## src/rtl/i2c_boot_pkg.sv

```systemverilog
package i2c_boot_pkg;

    typedef enum logic [1:0] {
        SYM_START,
        SYM_STOP,
        SYM_WR,
        SYM_RD
    } sym_e;

    typedef enum logic [3:0] {
        S_IDLE,
        S_START,
        S_DEVW,
        S_ACKW,
        S_WORD,
        S_ACKA,
        S_RSTART,
        S_DEVR,
        S_ACKR,
        S_READ,
        S_MACK,
        S_STOP,
        S_FIN
    } seq_e;

endpackage

```

## src/rtl/boot_tick_gen.sv

```systemverilog
module boot_tick_gen #(
    parameter int DIV = 8
) (
    input  logic clk_i,
    input  logic rst_ni,
    input  logic clr_i,
    input  logic en_i,
    output logic tick_o
);
    localparam int CW = (DIV > 1) ? $clog2(DIV) : 1;

    logic [CW-1:0] cnt_d, cnt_q;

    assign tick_o = en_i && (cnt_q == CW'(DIV - 1));

    always_comb begin
        cnt_d = cnt_q;
        if (clr_i)       cnt_d = '0;
        else if (tick_o) cnt_d = '0;
        else if (en_i)   cnt_d = cnt_q + CW'(1);
    end

    always_ff @(posedge clk_i or negedge rst_ni) begin
        if (!rst_ni) cnt_q <= '0;
        else         cnt_q <= cnt_d;
    end
endmodule

```

## src/rtl/boot_sym_engine.sv

```systemverilog
// Plays one bus symbol in four quarter phases; outputs are registered levels.
module boot_sym_engine
    import i2c_boot_pkg::*;
(
    input  logic clk_i,
    input  logic rst_ni,
    input  logic tick_i,
    input  logic go_i,
    input  sym_e sym_i,
    input  logic wbit_i,
    input  logic sda_i,
    output logic busy_o,
    output logic fin_o,
    output logic rbit_o,
    output logic scl_low_o,
    output logic sda_low_o
);
    typedef struct packed {
        logic       busy;
        logic [1:0] ph;
        sym_e       sym;
        logic       wbit;
        logic       scl_low;
        logic       sda_low;
        logic       rbit;
        logic       fin;
    } eng_t;

    eng_t st_d, st_q;

    // {scl_low, sda_low} for a symbol in a given quarter
    function automatic logic [1:0] lvl(input sym_e s, input logic [1:0] p, input logic wb);
        logic [1:0] r;
        case (s)
            SYM_START: case (p)
                2'd0:    r = 2'b10;
                2'd1:    r = 2'b00;
                2'd2:    r = 2'b01;
                default: r = 2'b11;
            endcase
            SYM_STOP: case (p)
                2'd0:    r = 2'b11;
                2'd1:    r = 2'b01;
                default: r = 2'b00;
            endcase
            SYM_WR:  r = {(p == 2'd0) || (p == 2'd3), !wb};
            default: r = {(p == 2'd0) || (p == 2'd3), 1'b0};
        endcase
        return r;
    endfunction

    always_comb begin
        st_d     = st_q;
        st_d.fin = 1'b0;
        if (go_i && !st_q.busy) begin
            st_d.busy = 1'b1;
            st_d.ph   = 2'd0;
            st_d.sym  = sym_i;
            st_d.wbit = wbit_i;
            {st_d.scl_low, st_d.sda_low} = lvl(sym_i, 2'd0, wbit_i);
        end else if (st_q.busy && tick_i) begin
            if (st_q.ph == 2'd3) begin
                st_d.busy = 1'b0;
                st_d.fin  = 1'b1;
            end else begin
                st_d.ph = st_q.ph + 2'd1;
                {st_d.scl_low, st_d.sda_low} = lvl(st_q.sym, st_q.ph + 2'd1, st_q.wbit);
                if (st_q.ph == 2'd1) st_d.rbit = sda_i;
            end
        end
    end

    always_ff @(posedge clk_i or negedge rst_ni) begin
        if (!rst_ni) st_q <= '{busy: 1'b0, ph: 2'd0, sym: SYM_STOP, wbit: 1'b1,
                               scl_low: 1'b0, sda_low: 1'b0, rbit: 1'b1, fin: 1'b0};
        else         st_q <= st_d;
    end

    assign busy_o    = st_q.busy;
    assign fin_o     = st_q.fin;
    assign rbit_o    = st_q.rbit;
    assign scl_low_o = st_q.scl_low;
    assign sda_low_o = st_q.sda_low;
endmodule

```

## src/rtl/i2c_boot_reader.sv

```systemverilog
module i2c_boot_reader
    import i2c_boot_pkg::*;
#(
    parameter int         DIV       = 8,
    parameter int         CNT_W     = 16,
    parameter logic [6:0] DEV_ADDR  = 7'b1010000,
    parameter logic [7:0] WORD_ADDR = 8'h00
) (
    input  logic             clk_i,
    input  logic             rst_ni,
    input  logic             start_i,
    input  logic             mode_cur_i,
    input  logic [CNT_W-1:0] count_i,
    input  logic             sda_i,
    output logic             scl_oe_o,
    output logic             sda_oe_o,
    output logic [7:0]       data_o,
    output logic             data_valid_o,
    output logic             done_o,
    output logic             error_o
);
    localparam logic [7:0] DEV_W = {DEV_ADDR, 1'b0};
    localparam logic [7:0] DEV_R = {DEV_ADDR, 1'b1};

    typedef struct packed {
        seq_e             st;
        logic             issue;
        logic [2:0]       bitn;
        logic [7:0]       shreg;
        logic [CNT_W-1:0] remain;
        logic             cur;
        logic             fail;
        logic             err;
        logic [7:0]       data;
        logic             valid;
        logic             done;
    } ctl_t;

    ctl_t c_d, c_q;

    logic tick, eng_busy, eng_fin, eng_rbit, scl_low, sda_low;
    sym_e sym;
    logic wbit;

    always_comb begin
        case (c_q.st)
            S_START, S_RSTART:               sym = SYM_START;
            S_STOP:                          sym = SYM_STOP;
            S_ACKW, S_ACKA, S_ACKR, S_READ:  sym = SYM_RD;
            default:                         sym = SYM_WR;
        endcase
        case (c_q.st)
            S_DEVW:  wbit = DEV_W[3'd7 - c_q.bitn];
            S_WORD:  wbit = WORD_ADDR[3'd7 - c_q.bitn];
            S_DEVR:  wbit = DEV_R[3'd7 - c_q.bitn];
            S_MACK:  wbit = (c_q.remain == CNT_W'(1));
            default: wbit = 1'b1;
        endcase
    end

    always_comb begin
        c_d       = c_q;
        c_d.issue = 1'b0;
        c_d.valid = 1'b0;
        c_d.done  = 1'b0;
        if (c_q.st == S_IDLE) begin
            if (start_i) begin
                c_d.st     = S_START;
                c_d.issue  = 1'b1;
                c_d.remain = (count_i == '0) ? CNT_W'(1) : count_i;
                c_d.cur    = mode_cur_i;
            end
        end else if (eng_fin) begin
            c_d.issue = 1'b1;
            case (c_q.st)
                S_START: begin
                    c_d.bitn = 3'd0;
                    c_d.st   = c_q.cur ? S_DEVR : S_DEVW;
                end
                S_DEVW, S_WORD, S_DEVR: begin
                    c_d.bitn = c_q.bitn + 3'd1;
                    if (c_q.bitn == 3'd7)
                        c_d.st = (c_q.st == S_DEVW) ? S_ACKW :
                                 (c_q.st == S_WORD) ? S_ACKA : S_ACKR;
                end
                S_ACKW, S_ACKA, S_ACKR: begin
                    c_d.bitn = 3'd0;
                    if (eng_rbit) begin
                        c_d.fail = 1'b1;
                        c_d.st   = S_STOP;
                    end else begin
                        c_d.st = (c_q.st == S_ACKW) ? S_WORD :
                                 (c_q.st == S_ACKA) ? S_RSTART : S_READ;
                    end
                end
                S_RSTART: begin
                    c_d.bitn = 3'd0;
                    c_d.st   = S_DEVR;
                end
                S_READ: begin
                    c_d.shreg = {c_q.shreg[6:0], eng_rbit};
                    c_d.bitn  = c_q.bitn + 3'd1;
                    if (c_q.bitn == 3'd7) begin
                        c_d.data  = {c_q.shreg[6:0], eng_rbit};
                        c_d.valid = 1'b1;
                        c_d.st    = S_MACK;
                    end
                end
                S_MACK: begin
                    c_d.bitn = 3'd0;
                    if (c_q.remain == CNT_W'(1)) begin
                        c_d.st = S_STOP;
                    end else begin
                        c_d.remain = c_q.remain - CNT_W'(1);
                        c_d.st     = S_READ;
                    end
                end
                S_STOP: begin
                    c_d.issue = 1'b0;
                    c_d.st    = S_FIN;
                    if (c_q.fail) c_d.err  = 1'b1;
                    else          c_d.done = 1'b1;
                end
                default: c_d.issue = 1'b0;
            endcase
        end
    end

    always_ff @(posedge clk_i or negedge rst_ni) begin
        if (!rst_ni) c_q <= '{st: S_IDLE, issue: 1'b0, bitn: 3'd0, shreg: 8'h00,
                              remain: '0, cur: 1'b0, fail: 1'b0, err: 1'b0,
                              data: 8'h00, valid: 1'b0, done: 1'b0};
        else         c_q <= c_d;
    end

    boot_tick_gen #(.DIV(DIV)) u_tick (
        .clk_i  (clk_i),
        .rst_ni (rst_ni),
        .clr_i  (c_q.issue),
        .en_i   (eng_busy),
        .tick_o (tick)
    );

    boot_sym_engine u_eng (
        .clk_i     (clk_i),
        .rst_ni    (rst_ni),
        .tick_i    (tick),
        .go_i      (c_q.issue),
        .sym_i     (sym),
        .wbit_i    (wbit),
        .sda_i     (sda_i),
        .busy_o    (eng_busy),
        .fin_o     (eng_fin),
        .rbit_o    (eng_rbit),
        .scl_low_o (scl_low),
        .sda_low_o (sda_low)
    );

    assign scl_oe_o     = scl_low;
    assign sda_oe_o     = sda_low;
    assign data_o       = c_q.data;
    assign data_valid_o = c_q.valid;
    assign done_o       = c_q.done;
    assign error_o      = c_q.err;
endmodule

```

## config.mk

```make
export PLATFORM = sky130hd
export DESIGN_NAME = i2c_boot_reader
export DESIGN_NICKNAME = d
export VERILOG_FILES = /design/src/rtl/i2c_boot_pkg.sv /design/src/rtl/boot_tick_gen.sv /design/src/rtl/boot_sym_engine.sv /design/src/rtl/i2c_boot_reader.sv
export SDC_FILE = /design/constraint.sdc
export NUM_CORES = 1
export LEC_CHECK = 0
export BUFFER_PORTS_ARGS = -buffer_cell sky130_fd_sc_hd__buf_2
export CORE_ASPECT_RATIO = 1.25
export CORE_MARGIN = 8
export CORE_UTILIZATION = 55
export CTS_CLUSTER_DIAMETER = 150
export DETAILED_ROUTE_END_ITERATION = 8
export PLACE_DENSITY = 0.77
export SKIP_LAST_GASP = 1
export SLEW_MARGIN = 20
export SYNTH_ARGS = -nofsm -noshare
export SYNTH_HDL_FRONTEND = slang
export SYNTH_SLANG_ARGS = --single-unit
```

## constraint.sdc

```tcl
create_clock -name clk_i -period 2.2 [get_ports clk_i]
set_clock_uncertainty 0.05 [all_clocks]
set_input_delay 0.11 -clock clk_i [delete_from_list [all_inputs] [get_ports clk_i]]
set_output_delay 0.11 -clock clk_i [all_outputs]
set_load 0.005 [all_outputs]
```

==> out/results.tsv <==
stage	metric	value	unit
synth	synth_edf_count	0	
synth	syn_area_per_cell	10.2	µm²
drt	drt_iter0_markers	208	
sta	hold_viol	0	
synth	netlist.area_leader.share	40.2	%
min_path	hold_end	c_q[18]	
worst_setup_path	critPathRequiredTime	2.41	ns
synth	async_flop_share	100	%
synth	netlist_area	0.00336	mm²
cts	clk_pin_slew	0.07	ns
cts	cts_root_buf	clkbuf_8	
drt	finalWirelength	7.66	mm
sta	tns	0	ns
sta	setup_viol	0	
min_path	hold_class	in2reg	
synth	yosysUniqueCellTypes	72	
placed_design	hpwl	5.51	mm
worst_setup_path	rr_startpoint	c_q[41]	
sta	maxSlewViolCount	0	
synth	ys_warn_count	0	
synth	yosysTopAreaCell	dfrtp_1	
global_route	grt_max_degree	24	
cts	cts_buffers	9	
placed_design	place.gp.congestion	0.950	
worst_setup_path	cp.arrival	2.33	ns
worst_setup_path	crit_path_max_fanout	14	
sta	period_minus_slack	2.12	ns
placed_design	port_buffers	33	
cts	cts_tree	done	
synth	yosysSeqAreaShare	42.5	%
sta	period_share	96.2	%
finish	regArea	0.00143	mm²
worst_setup_path	cp-end-kind	register	
floorplan	placementRows	32	
drt	viasPerCell	5.81	
floorplan	die-height	103	µm
finish	final_cell_mix	dfrtp_1 (52), buf_2 (33), nand2_1 (26)	
finish	nets	407	
drt	ant_nets	0	
worst_setup_path	crit_type	reg2reg	
finish	final_common_cell	dfrtp_1	
synth	synth_cells	329	
power_and_ir_drop	p_per_area	530	mW/mm²
sta	worst_slew_pin_slew	0.513	ns
synth	synth-seq-cells	57	
drt	vias	2713	
status	status	complete, no violations	
global_route	grt_pass1_vias	2753	
worst_setup_path	start_kind	register	
sta	max_freq	473	MHz
worst_setup_path	reg2regPathDepth	5	
global_route	grt_usage	18.7	%
drt	drcViolationCount	0	
drt	post_drt_wl_per_cell	16.4	µm
cts	postCtsSetupBuffers	0	
floorplan	start_util	55.6	%
finish	multi_input_area	0.00174	mm²
finish	antenna_cells	0	
finish	areaGrowthSynthToFinish	16.7	%
power_and_ir_drop	p_leak	1.72	nW
floorplan	io_pins	34	
min_path	min_path_cells	3	
placed_design	dp_cells	439	
finish	nFillCells	500	
synth	synth_nets	359	
drt	firstDrtPassIters	4	
finish	drive_above_1_share	30.9	%
global_route	gr-total-overflow	0	
worst_setup_path	r2r_end	c_q[43]	
floorplan	die_area	0.00889	mm²
run	cap_violations	0	
cts	clk_path_buf_depth	2	
sta	rsz0062_at_grt	no	
min_path	min_from	count_i[5]	
floorplan	die_w	86.0	µm
global_route	grt_pass1_wl	13.0	mm
worst_setup_path	ff2ff_setup_slack	0.08	ns
cts	cts.sinks	57	
floorplan	core	0.00605	mm²
finish	stdcell_count	467	
cts	insertion_delay	0.34	ns
sta	relSlewSlack	65.6	%
power_and_ir_drop	peakVddDrop	280	µV
synth	synth_ff_type	dfrtp_1	
cts	h-tree-depth	3	
global_route	antenna_found_initial	0	
synth	synth_top_cells_by_area	dfrtp_1 (40%), mux2_2 (6.7%), o21ai_0 (3.7%), ha_1 (3.3%), nand2_1 (2.9%)	
==> cells in the mapped netlist, types with 3 or more instances <==
library cell,instances
dfrtp_1,54
nand2_1,26
o21ai_0,25
nor2_1,23
mux2_2,20
a21oi_1,12
buf_4,12
ha_1,9
inv_1,9
nand3_1,9
clkbuf_1,8
nand2b_1,6
nor4_1,6
nor2b_1,5
a31oi_1,4
mux2i_1,4
nand4_1,4
nor3_1,4
o22ai_1,4
a22oi_1,3
a32oi_1,3
buf_2,3
buf_6,3
dfstp_2,3
nand3b_1,3
nor3b_1,3
nor4_4,3
o211ai_1,3
o21ai_1,3
xor2_1,3
==> worst max path at each step <==
| stage | start | end | slack (ns) | cells past startpoint |
|---|---|---|---|---|
| finish | c_q[41] | c_q[43] | 0.08 | 5 |
| global route | c_q[41] | c_q[41] | 0.01 | 5 |
| CTS | c_q[42] | c_q[43] | 0.11 | 5 |
| detailed placement | c_q[41] | c_q[43] | 0.12 | 5 |
| global placement | c_q[43] | c_q[26] | 0.20 | 5 |
| floorplan | c_q[14] | c_q[25] | 0.37 | 6 |
==> what timing repair did <==
| action | in CTS | in global routing |
|---|---|---|
| endpoints found under the hold margin | 27 | 0 |
| setup endpoints to repair | 0 | 5 |
| hold buffers | 12 | 0 |
| gates resized for setup | 0 | 3 |
==> flip-flops by register name, indices dropped and copies added, names as in the netlist <==
name	count
c_q	33
data_o	8
u_eng.st_q	5
u_tick.cnt_q	3
data_valid_o	1
done_o	1
error_o	1
u_eng.busy_o	1
u_eng.fin_o	1
u_eng.rbit_o	1
u_eng.scl_low_o	1
u_eng.sda_low_o	1
==> critical path, cell delays in order (launching register included) <==
cell and delay (ns):
dfrtp_1 0.63, nor2_1 0.18, a21boi_2 0.47, o21ai_0 0.25, a311o_1 0.34, mux2i_1 0.12
==> stage by stage <==
| step | setup slack (ns) | hold slack (ns) | util (%) | instance area [µm²] | total power [W] |
|---|---|---|---|---|---|
| after global placement | 0.199 | -0.0200 | 59.6 | 3600 | 0.00112 |
| after CTS | 0.113 | 0.00414 | 64.8 | 3920 | 0.00211 |
| after detailed placement | 0.117 | -0.0180 | 59.6 | 3600 | 0.00112 |
| after floorplan | 0.369 | -0.236 | - | 3360 | 0.00108 |
| after global routing | 0.0108 | 0.0274 | 64.9 | 3930 | 0.00216 |
| final | 0.0843 | 0.0170 | 64.9 | 3930 | 0.00208 |
==> report_power, final <==
group / switching (W) / internal, W
registers: 0.00000306 / 0.00105
clock network: 0.000436 / 0.000526
logic: 0.0000353 / 0.0000322
==> final cells by class <==
cell class	count	share of cell area, %
Inverter	9	0.860
Tap cell	85	2.71
Multi-Input combinational cell	237	44.3
Sequential cell	57	36.5
Clock inverter	6	1.72
Clock buffer	10	3.25
Timing Repair Buffer	63	10.7
==> routing by layer <==
layer / GRT usage (%) / vias up / part of all wire, % / wire [µm]
met1: 20.7 / 1296 / 41 / 3150
met5: 0 / - / 0 / 0
met4: 9.46 / 0 / 2.5 / 189
li1: - / 1298 / - / -
met3: 5.22 / 18 / 6.5 / 501
met2: 32.3 / 101 / 50 / 3810
==> cell families (layout without fill, tap and decap cells) <==
logic type	Yosys count	after routing	share of synthesized area, %
fa+ha+maj	10	10	3.64
compound gates	85	85	18.1
buf+inv	35	88	6.02
simple gates	114	114	20.8
xor+xnor	4	4	1.04
flops	57	57	42.5
mux	24	24	7.88
(Power assumes the default switching activity.)
